[src/rtl/dch_pkg.sv]
// Shared types and decode helpers for the DMA channel engine.
// Assumes: element sizes of at most 4 bytes.
package dch_pkg;

    typedef enum logic [1:0] {
        AM_INC  = 2'b00,
        AM_RSV  = 2'b01,
        AM_FIX  = 2'b10,
        AM_WRAP = 2'b11
    } amode_e;

    typedef enum logic [2:0] {
        ST_IDLE,
        ST_WAIT,
        ST_RD,
        ST_WR,
        ST_ACK,
        ST_ABT
    } st_e;

    // Byte step for a width code; the reserved code acts as a word.
    function automatic logic [2:0] width_step(input logic [1:0] w);
        case (w)
            2'b01:   return 3'd1;
            2'b10:   return 3'd2;
            default: return 3'd4;
        endcase
    endfunction

    // Bus size code for a width code.
    function automatic logic [1:0] width_size(input logic [1:0] w);
        case (w)
            2'b01:   return 2'd0;
            2'b10:   return 2'd1;
            default: return 2'd2;
        endcase
    endfunction

    // True when the mode moves the address after each element.
    function automatic logic mode_moves(input logic [1:0] m);
        return (m == AM_INC) || (m == AM_WRAP);
    endfunction

endpackage

[src/rtl/dch_addr_gen.sv]
// Address pointer for one side of the channel.
// Holds the next address to use (ptr) and the address of the last
// completed access (shown). Assumes load, adv and reload come from the
// controller and never load together with adv.
module dch_addr_gen
    import dch_pkg::*;
#(
    parameter int AW = 32
) (
    input  logic          clk,
    input  logic          rst_n,
    input  logic          clr,
    input  logic          load,
    input  logic          adv,
    input  logic          reload,
    input  logic [1:0]    mode,
    input  logic [2:0]    step,
    input  logic [AW-1:0] base,
    output logic [AW-1:0] ptr,
    output logic [AW-1:0] shown
);

    logic [AW-1:0] step_ext;

    // Widen the byte step to the address width.
    always_comb step_ext = {{(AW-3){1'b0}}, step};

    // Load, advance or rewind the pointer and record the used address.
    always_ff @(posedge clk) begin
        if (!rst_n || clr) begin
            ptr   <= '0;
            shown <= '0;
        end else if (load) begin
            ptr   <= base;
            shown <= base;
        end else begin
            if (adv) begin
                shown <= ptr;
                if (mode_moves(mode))
                    ptr <= ptr + step_ext;
            end
            if (reload && (mode == AM_WRAP))
                ptr <= base;
        end
    end

endmodule

[src/rtl/dch_soft_rst.sv]
// Stretches a software reset request into a busy window of RST_CYC cycles.
// Assumes RST_CYC >= 1. A request during the window restarts it.
module dch_soft_rst #(
    parameter int RST_CYC = 3
) (
    input  logic clk,
    input  logic rst_n,
    input  logic req,
    output logic busy
);

    localparam int CW = $clog2(RST_CYC + 1);

    logic [CW-1:0] cnt;

    // Count the remaining cycles of the reset window.
    always_ff @(posedge clk) begin
        if (!rst_n)
            cnt <= '0;
        else if (req)
            cnt <= CW'(RST_CYC);
        else if (cnt != '0)
            cnt <= cnt - 1'b1;
    end

    // The window is active while the count is nonzero.
    always_comb busy = (cnt != '0);

endmodule

[src/rtl/dch_ctrl.sv]
// Channel sequencer: trigger bit, per-element read/write/ack sequence,
// remaining count, wrap reload, disable handling and abort latch.
// Assumes configuration inputs are static while a run is active.
module dch_ctrl
    import dch_pkg::*;
#(
    parameter int DW = 32,
    parameter int CW = 16
) (
    input  logic          clk,
    input  logic          rst_n,
    input  logic          clr,
    input  logic          enable,
    input  logic [1:0]    smode,
    input  logic [1:0]    dmode,
    input  logic [CW-1:0] cfg_count,
    input  logic          trig_set,
    input  logic          prq_req,
    input  logic          bus_ready,
    input  logic          bus_err,
    input  logic [DW-1:0] bus_rdata,
    output logic          trig_busy,
    output logic          abort_flag,
    output logic [CW-1:0] cur_cnt,
    output logic          load,
    output logic          src_adv,
    output logic          dst_adv,
    output logic          wrap_evt,
    output logic          bus_req,
    output logic          bus_we,
    output logic [DW-1:0] wdata,
    output logic          prq_ack,
    output logic          done_evt
);

    st_e           state;
    logic          trig_q;
    logic [CW-1:0] cnt_q;
    logic [DW-1:0] buf_q;
    logic          wrap_mode;
    logic          start;
    logic          rd_ok;
    logic          wr_ok;
    logic          last;

    // Decode the current step of the sequence into strobes and outputs.
    always_comb begin
        wrap_mode  = (smode == AM_WRAP) || (dmode == AM_WRAP);
        start      = (state == ST_IDLE) && trig_q && enable;
        rd_ok      = (state == ST_RD) && bus_ready && !bus_err;
        wr_ok      = (state == ST_WR) && bus_ready && !bus_err;
        last       = (cnt_q == CW'(1));
        load       = start;
        src_adv    = rd_ok && enable;
        dst_adv    = wr_ok;
        wrap_evt   = wr_ok && last && wrap_mode;
        bus_req    = (state == ST_RD) || (state == ST_WR);
        bus_we     = (state == ST_WR);
        wdata      = buf_q;
        prq_ack    = (state == ST_ACK);
        done_evt   = (start && (cfg_count == '0)) ||
                     ((state == ST_ACK) && (cnt_q == '0));
        trig_busy  = trig_q;
        abort_flag = (state == ST_ABT);
        cur_cnt    = cnt_q;
    end

    // Advance the channel state machine and its count and buffer.
    always_ff @(posedge clk) begin
        if (!rst_n || clr) begin
            state  <= ST_IDLE;
            trig_q <= 1'b0;
            cnt_q  <= '0;
            buf_q  <= '0;
        end else begin
            if (trig_set && (state != ST_ABT))
                trig_q <= 1'b1;
            case (state)
                ST_IDLE: begin
                    if (start) begin
                        cnt_q <= cfg_count;
                        if (cfg_count == '0)
                            trig_q <= 1'b0;
                        else
                            state <= ST_WAIT;
                    end
                end
                ST_WAIT: begin
                    if (!enable) begin
                        state  <= ST_IDLE;
                        trig_q <= 1'b0;
                    end else if (prq_req) begin
                        state <= ST_RD;
                    end
                end
                ST_RD: begin
                    if (bus_err) begin
                        state  <= ST_ABT;
                        trig_q <= 1'b0;
                    end else if (bus_ready) begin
                        if (!enable) begin
                            state  <= ST_IDLE;
                            trig_q <= 1'b0;
                        end else begin
                            buf_q <= bus_rdata;
                            state <= ST_WR;
                        end
                    end
                end
                ST_WR: begin
                    if (bus_err) begin
                        state  <= ST_ABT;
                        trig_q <= 1'b0;
                    end else if (bus_ready) begin
                        cnt_q <= (last && wrap_mode) ? cfg_count : cnt_q - 1'b1;
                        state <= ST_ACK;
                    end
                end
                ST_ACK: begin
                    if ((cnt_q == '0) || !enable) begin
                        state  <= ST_IDLE;
                        trig_q <= 1'b0;
                    end else begin
                        state <= ST_WAIT;
                    end
                end
                default: begin
                    trig_q <= 1'b0;
                end
            endcase
        end
    end

endmodule

[src/rtl/periph_dma_chan.sv]
// Top of one peripheral-paced DMA channel: joins the sequencer, the two
// address pointers and the software reset stretcher, and forms the bus
// address and size. Assumes word-aligned bases and DW >= 32.
module periph_dma_chan
    import dch_pkg::*;
#(
    parameter int AW      = 32,
    parameter int DW      = 32,
    parameter int CW      = 16,
    parameter int RST_CYC = 3
) (
    input  logic          clk,
    input  logic          rst_n,
    input  logic          cfg_enable,
    input  logic [1:0]    cfg_src_mode,
    input  logic [1:0]    cfg_dst_mode,
    input  logic [1:0]    cfg_width,
    input  logic [AW-1:0] cfg_src_base,
    input  logic [AW-1:0] cfg_dst_base,
    input  logic [CW-1:0] cfg_count,
    input  logic          trig_set,
    input  logic          sw_rst_req,
    output logic          trig_busy,
    output logic          sw_rst_busy,
    output logic          abort_flag,
    output logic          done_evt,
    output logic [AW-1:0] cur_src,
    output logic [AW-1:0] cur_dst,
    output logic [CW-1:0] cur_cnt,
    input  logic          prq_req,
    output logic          prq_ack,
    output logic          bus_req,
    output logic          bus_we,
    output logic [AW-1:0] bus_addr,
    output logic [1:0]    bus_size,
    output logic [DW-1:0] bus_wdata,
    input  logic [DW-1:0] bus_rdata,
    input  logic          bus_ready,
    input  logic          bus_err
);

    logic          load;
    logic          src_adv;
    logic          dst_adv;
    logic          wrap_evt;
    logic [2:0]    step;
    logic [AW-1:0] src_ptr;
    logic [AW-1:0] dst_ptr;

    // Decode the element width and choose the address for the bus phase.
    always_comb begin
        step     = width_step(cfg_width);
        bus_size = width_size(cfg_width);
        bus_addr = bus_we ? dst_ptr : src_ptr;
    end

    dch_soft_rst #(.RST_CYC(RST_CYC)) u_srst (
        .clk  (clk),
        .rst_n(rst_n),
        .req  (sw_rst_req),
        .busy (sw_rst_busy)
    );

    dch_ctrl #(.DW(DW), .CW(CW)) u_ctrl (
        .clk       (clk),
        .rst_n     (rst_n),
        .clr       (sw_rst_busy),
        .enable    (cfg_enable),
        .smode     (cfg_src_mode),
        .dmode     (cfg_dst_mode),
        .cfg_count (cfg_count),
        .trig_set  (trig_set),
        .prq_req   (prq_req),
        .bus_ready (bus_ready),
        .bus_err   (bus_err),
        .bus_rdata (bus_rdata),
        .trig_busy (trig_busy),
        .abort_flag(abort_flag),
        .cur_cnt   (cur_cnt),
        .load      (load),
        .src_adv   (src_adv),
        .dst_adv   (dst_adv),
        .wrap_evt  (wrap_evt),
        .bus_req   (bus_req),
        .bus_we    (bus_we),
        .wdata     (bus_wdata),
        .prq_ack   (prq_ack),
        .done_evt  (done_evt)
    );

    dch_addr_gen #(.AW(AW)) u_src (
        .clk   (clk),
        .rst_n (rst_n),
        .clr   (sw_rst_busy),
        .load  (load),
        .adv   (src_adv),
        .reload(wrap_evt),
        .mode  (cfg_src_mode),
        .step  (step),
        .base  (cfg_src_base),
        .ptr   (src_ptr),
        .shown (cur_src)
    );

    dch_addr_gen #(.AW(AW)) u_dst (
        .clk   (clk),
        .rst_n (rst_n),
        .clr   (sw_rst_busy),
        .load  (load),
        .adv   (dst_adv),
        .reload(wrap_evt),
        .mode  (cfg_dst_mode),
        .step  (step),
        .base  (cfg_dst_base),
        .ptr   (dst_ptr),
        .shown (cur_dst)
    );

endmodule

[config.mk]
export PLATFORM = sky130hd
export DESIGN_NAME = periph_dma_chan
export DESIGN_NICKNAME = d
export VERILOG_FILES = /design/src/rtl/dch_pkg.sv /design/src/rtl/dch_addr_gen.sv /design/src/rtl/dch_soft_rst.sv /design/src/rtl/dch_ctrl.sv /design/src/rtl/periph_dma_chan.sv
export SDC_FILE = /design/constraint.sdc
export NUM_CORES = 1
export LEC_CHECK = 0
export BUFFER_PORTS_ARGS = -buffer_cell sky130_fd_sc_hd__buf_4
export CORE_MARGIN = 3
export CORE_UTILIZATION = 55
export CTS_BUF_LIST = sky130_fd_sc_hd__clkbuf_8
export CTS_CLUSTER_DIAMETER = 150
export DETAILED_ROUTE_END_ITERATION = 16
export PLACE_DENSITY = 0.92
export SYNTH_ARGS = -nofsm -noshare
export SYNTH_HDL_FRONTEND = slang
export SYNTH_SLANG_ARGS = --single-unit
[constraint.sdc]
create_clock -name clk -period 4.15 [get_ports clk]
set_input_delay 0.6225 -clock clk [delete_from_list [all_inputs] [get_ports clk]]
set_output_delay 0.6225 -clock clk [all_outputs]
set_load 0.02 [all_outputs]
# Word-level counts from Yosys, hierarchy flattened
# Cells that the tools add are included.
# Widths: inputs -> output; s select.
# classes
add_sub_neg	4
eq_ne	18
mux	42
n_bitwise	1
reduce_logical	45
# ops
op	n
$mux 32	13
$add 32x3->32	2
$mux 16	4
$logic_not 16->1	2
$pmux 16 s2	1
$mux 3	8
$eq 16x1->1 const B	1
$sub 16x1->16 const B	1
$logic_and 1x1->1	15
$pmux 3 s5	1
$reduce_bool 3->1	4
$reduce_bool 2->1	5
$mux 1	9
$ne 3x3->1 const B	3
$reduce_and 4->1	2
$logic_or 1x1->1	7
$eq 2x2->1 const B	3
$eq 3x2->1 const B	2
$eq 3x3->1 const B	2
$mux 2	3
$ne 2x2->1 const B	3
$pmux 3 s2	1
$reduce_and 6->1	1
$pmux 1 s5	1
other kinds (12)	16
# totals
register_bits	182
input_bits	126
output_inout_bits	153

# Depth between registers and ports, before layout
# logic_depth
word_depth	8
mapped_depth	10

# Modules after synthesis
# Synthesis repeated with hierarchy kept, for this count alone.
# unflattened
cells_unflattened	1223
area_unflattened_um2	10271.1
# by_module_without_submodules
mod	n_inst	cells_each	area_each_um2
dch_addr_gen at u_src	1	412	3455.8
dch_addr_gen at u_dst	1	405	3344.5
dch_ctrl	1	354	2781.4
periph_dma_chan	1	42	591.8
dch_soft_rst	1	10	97.6

# Worst setup path after synthesis
# OpenSTA, ideal clock, no wires.
# synth_timing
path_type	input-to-reg
start	input port cfg_width[0]
end	register u_src.ptr[19]
setup_time_ns	0.074
arrival_ns	2.666
required_time_ns	4.076
setup_slack_ns	1.410
path_stages	7
path_cell_list	inv_1 ha_1 ha_1 a41oi_1 a21o_1 or4_1 a31oi_1
# synth_between
elab_chain_len	7
word_cells_on_any_way	8
classes_between	add/sub (1); eq/ne (2); mux (5)
# synth_lines
item	line_no	text
from (decl)	periph_dma_chan.sv:17	input logic [1:0] cfg_width,
$eq 2x2->1 / $eq 2x1->1 (equally long branches)	dch_pkg.sv:23	case (w)
$pmux 3 s2 (*)	dch_pkg.sv:23	
$add 32x3->32 (*)	dch_addr_gen.sv:40	ptr <= ptr + step_ext;
$mux 32 (*)	dch_addr_gen.sv:39	if (mode_moves(mode))
$mux 32 (*)	dch_addr_gen.sv:37	if (adv) begin
$mux 32 (*)	dch_addr_gen.sv:42	if (reload && (mode == AM_WRAP))
$mux 32 (*)	dch_addr_gen.sv:33	end else if (load) begin
to (signal assigned)	dch_addr_gen.sv:34	ptr <= base;
to (signal assigned)	dch_addr_gen.sv:40	
to (signal assigned)	dch_addr_gen.sv:43	ptr <= base;
to (decl)	dch_addr_gen.sv:19	output logic [AW-1:0] ptr,
# Every way passes the cells marked *; elsewhere a longest branch is shown, timed or not. The select of a mux whose other input is x is not followed.
# A chain may end at the register's enable or synchronous reset.

# Final worst setup path
# layout_timing
start	register u_ctrl.cnt_q[4], in the netlist u_ctrl.cur_cnt[4]
end	output port done_evt
# layout_between
elab_chain_len	3
# layout_lines
item	line_no	text
from (decl)	dch_ctrl.sv:38	logic [CW-1:0] cnt_q;
from (signal assigned)	dch_ctrl.sv:81	cnt_q <= cfg_count;
from (signal assigned)	dch_ctrl.sv:115	cnt_q <= (last && wrap_mode) ? cfg_count : cnt_q - 1'b1;
$logic_not 16->1	dch_ctrl.sv:62	((state == ST_ACK) && (cnt_q == '0));
$logic_and 1x1->1	dch_ctrl.sv:62	
$logic_or 1x1->1	dch_ctrl.sv:61	done_evt = (start && (cfg_count == '0)) ||
to (decl)	periph_dma_chan.sv:26	output logic done_evt,
# No other way between the ends.

==> impl_metrics.yaml <==
outcome:
  status: "completed"
min_path:
  hold_path_depth: 2
  hp-class: "input pin to flop"
power:
  leakagePower_uw: 0.00461
  combPwrFrac_pct: 11.9
  p_sw_uw: 971
  power.total_uw: 3570
  vdd_drop_max_v: 0.000188
  p_clk_share_pct: 37.6
  power_frac_seq_pct: 50.5
  internal_power_uw: 2600
  switching_share_pct: 27.2
  powerDensity_mw_per_mm2: 290
setup_path:
  worstPathArrival_ns: 2.46
  path_class: "flop to primary output"
  cp_num_cells: 4
  start_kind: "flop"
  cp_top_family: "simple AND/OR/NAND/NOR gates"
  critPathBufInv: 1
  cp_data_required_time_ns: 3.53
  end_kind: "primary output"
  cpMaxStageDelayCell: "nand4_1"
  ff2ff_path_depth: 7
  path_cells: "nor4_1 -> nand4_1 -> o31ai_1 -> buf_4"
  max_stage_delay_ns: 0.55
  cp_max_fo: 10
  rrSetupSlack_ns: 1.12
logic_synthesis:
  ys.flop_type: "dfxtp_1"
  syn_area_mm2: 0.00974
  async_flop_share_pct: 0
  synth_fp_nets: 1424
  ys_ff_latch: 182
  ys_types: 67
  synth_area_per_cell_um2: 7.59
  synth_warnings: 0
  ys_seq_area_share_pct: 37.4
  syn_inst: 1284
  synth_top_cell_area_share_pct: 37.4
  netlist_top_cells_count: "255 x nand2_1, 182 x dfxtp_1, 115 x nor2_1"
  synth_edf_count: 0
  synth_top_area_cell: "dfxtp_1"
  synth_most_common_cell: "nand2_1"
  synth_area_leaders: "dfxtp_1 37%, nand2_1 9.8%, a21oi_1 5.0%"
clock_tree:
  clk_latency_ns: 0.47
  hold_buffers: 0
  clkSinkCount: 182
  post-cts-setup-buffers: 0
  ctsHtreeMaxLevel: 4
  clock_path_buffers: 2
  cts_buffers: 17
  ctsResizeCount: 0
  cts-root-buf: "clkbuf_8"
  cts_tree: "done"
  clkTransAtPathRegs_ns: 0.10
grt:
  antenna_found_initial: 0
  globalRoute.totalOverflow: 0
  track_usage_pct: 32.3
  grt_pass1_vias: 10000
  grt_max_degree: 90
  grt_pass1_wl_um: 52200
routing:
  via_per_inst: 6.31
  vias: 10900
  wl_per_cell_um: 19.1
  ant_nets: 0
  drc: 0
  drt_iter0_drc: 1207
  dr.pass1.iters: 6
  wl_um: 33000
place:
  gp_congestion: 0.963
  io_buffers: 278
  post-dp-hpwl_um: 23200
timing:
  hold_violations: 0
  setup_tns_ns: 0
  fin_crit_ns: 3.09
  worst_slew_margin_rel_pct: 31.4
  max_freq_mhz: 324
  worst_pin_slew_ns: 1.03
  skew_ns: 0.0114
  layout_worst_path_cycle_share_pct: 74.4
  setup_viol: 0
  final_max_slew_viol_count: 0
  rsz0062_at_grt: "false"
final_layout:
  num-nets-final: 1634
  diodes: 0
  syn_to_final_growth_pct: 26.6
  drive_above_1_share_pct: 23.2
run:
  maxCapViolCount: 0
floorplanning:
  core_area_mm2: 0.0173
  placementRows: 48
  initial_core_util_pct: 56.3
  design.portCount: 279
  fp.dieW_um: 139
  die-area_mm2: 0.0194
  die-height_um: 139
cells by family after synthesis:
kind of cell               share of synthesized area (%)
AOI/OAI and AO/OA                                   23.3
buffers and inverters                               4.87
DFF                                                 37.4
xor gates and xnor gates                            2.34
and+or+nand+nor                                     26.2
muxes                                               4.11
adders and majority gates                           1.80
final cells by class:
| cell class | instances | area (um2) |
|---|---|---|
| multi-input combinational | 980 | 5680 |
| fill | 1378 | 4960 |
| sequential | 182 | 3640 |
| timing repair buffer | 296 | 2220 |
| tap | 225 | 282 |
| clock buffer | 20 | 275 |
| clock inverter | 12 | 168 |
| inverter | 17 | 63.8 |
power by group through the flow:
stage / Sequential, uW / Clock, uW / Combinational, uW
after floorplan: 1850 / 0 / 206
after global placement: 1840 / 0 / 408
after detailed placement: 1840 / 0 / 415
after CTS: 1800 / 1350 / 418
after global routing: 1810 / 1420 / 458
final: 1800 / 1340 / 427
layer usage:
metal / vias up / part of all wire, % / track usage [%]
li1: 5072 / - / -
met1: 5020 / 38 / 42.2
met2: 729 / 47 / 52.3
met3: 112 / 11 / 7.90
met4: 0 / 3.2 / 11.6
met5: - / 0 / 0
worst paths after layout:
path | from | endpoint
worst max-delay path | u_ctrl.cur_cnt[4] | done_evt
worst min-delay path | sw_rst_req | u_srst.cnt[0]
worst max register to register | u_ctrl.state[2] | u_dst.ptr[0]
worst min register to register | u_ctrl.wdata[24] | u_ctrl.wdata[24]
state kept, by name (all words and copies together) (netlist names):
name / count
u_ctrl.wdata: 32
u_dst.ptr: 32
u_dst.shown: 32
u_src.ptr: 32
u_src.shown: 32
u_ctrl.cur_cnt: 16
u_ctrl.state: 3
u_srst.cnt: 2
u_ctrl.trig_busy: 1
cells in the final DEF (no fill, tap or decap), drive strengths merged, types with 24 or more instances in the layout:
cell type,synthesis,routed
nor3,26,26
a311oi,34,34
a211oi,47,47
o21ai,71,71
a21oi,98,98
nor2,115,115
nand4,24,24
nand3,41,41
dfxtp,182,182
buf,17,296
mux2i,40,40
nand2,255,255
through the flow:
step | cells | setup slack, ns | cell area (um2) | utilization (%) | hold slack [ns]
after floorplan | 1284 | 1.41 | 9740 | - | 0.463
after global placement | 1700 | 1.26 | 11900 | 68.7 | 0.442
after detailed placement | 1700 | 1.17 | 11900 | 68.7 | 0.447
after CTS | 1732 | 1.14 | 12300 | 71.3 | 0.357
after global routing | 1732 | 0.900 | 12300 | 71.3 | 0.359
final | 1732 | 1.06 | 12300 | 71.3 | 0.371
No activity file was read; power rests on OpenSTA's default activity.
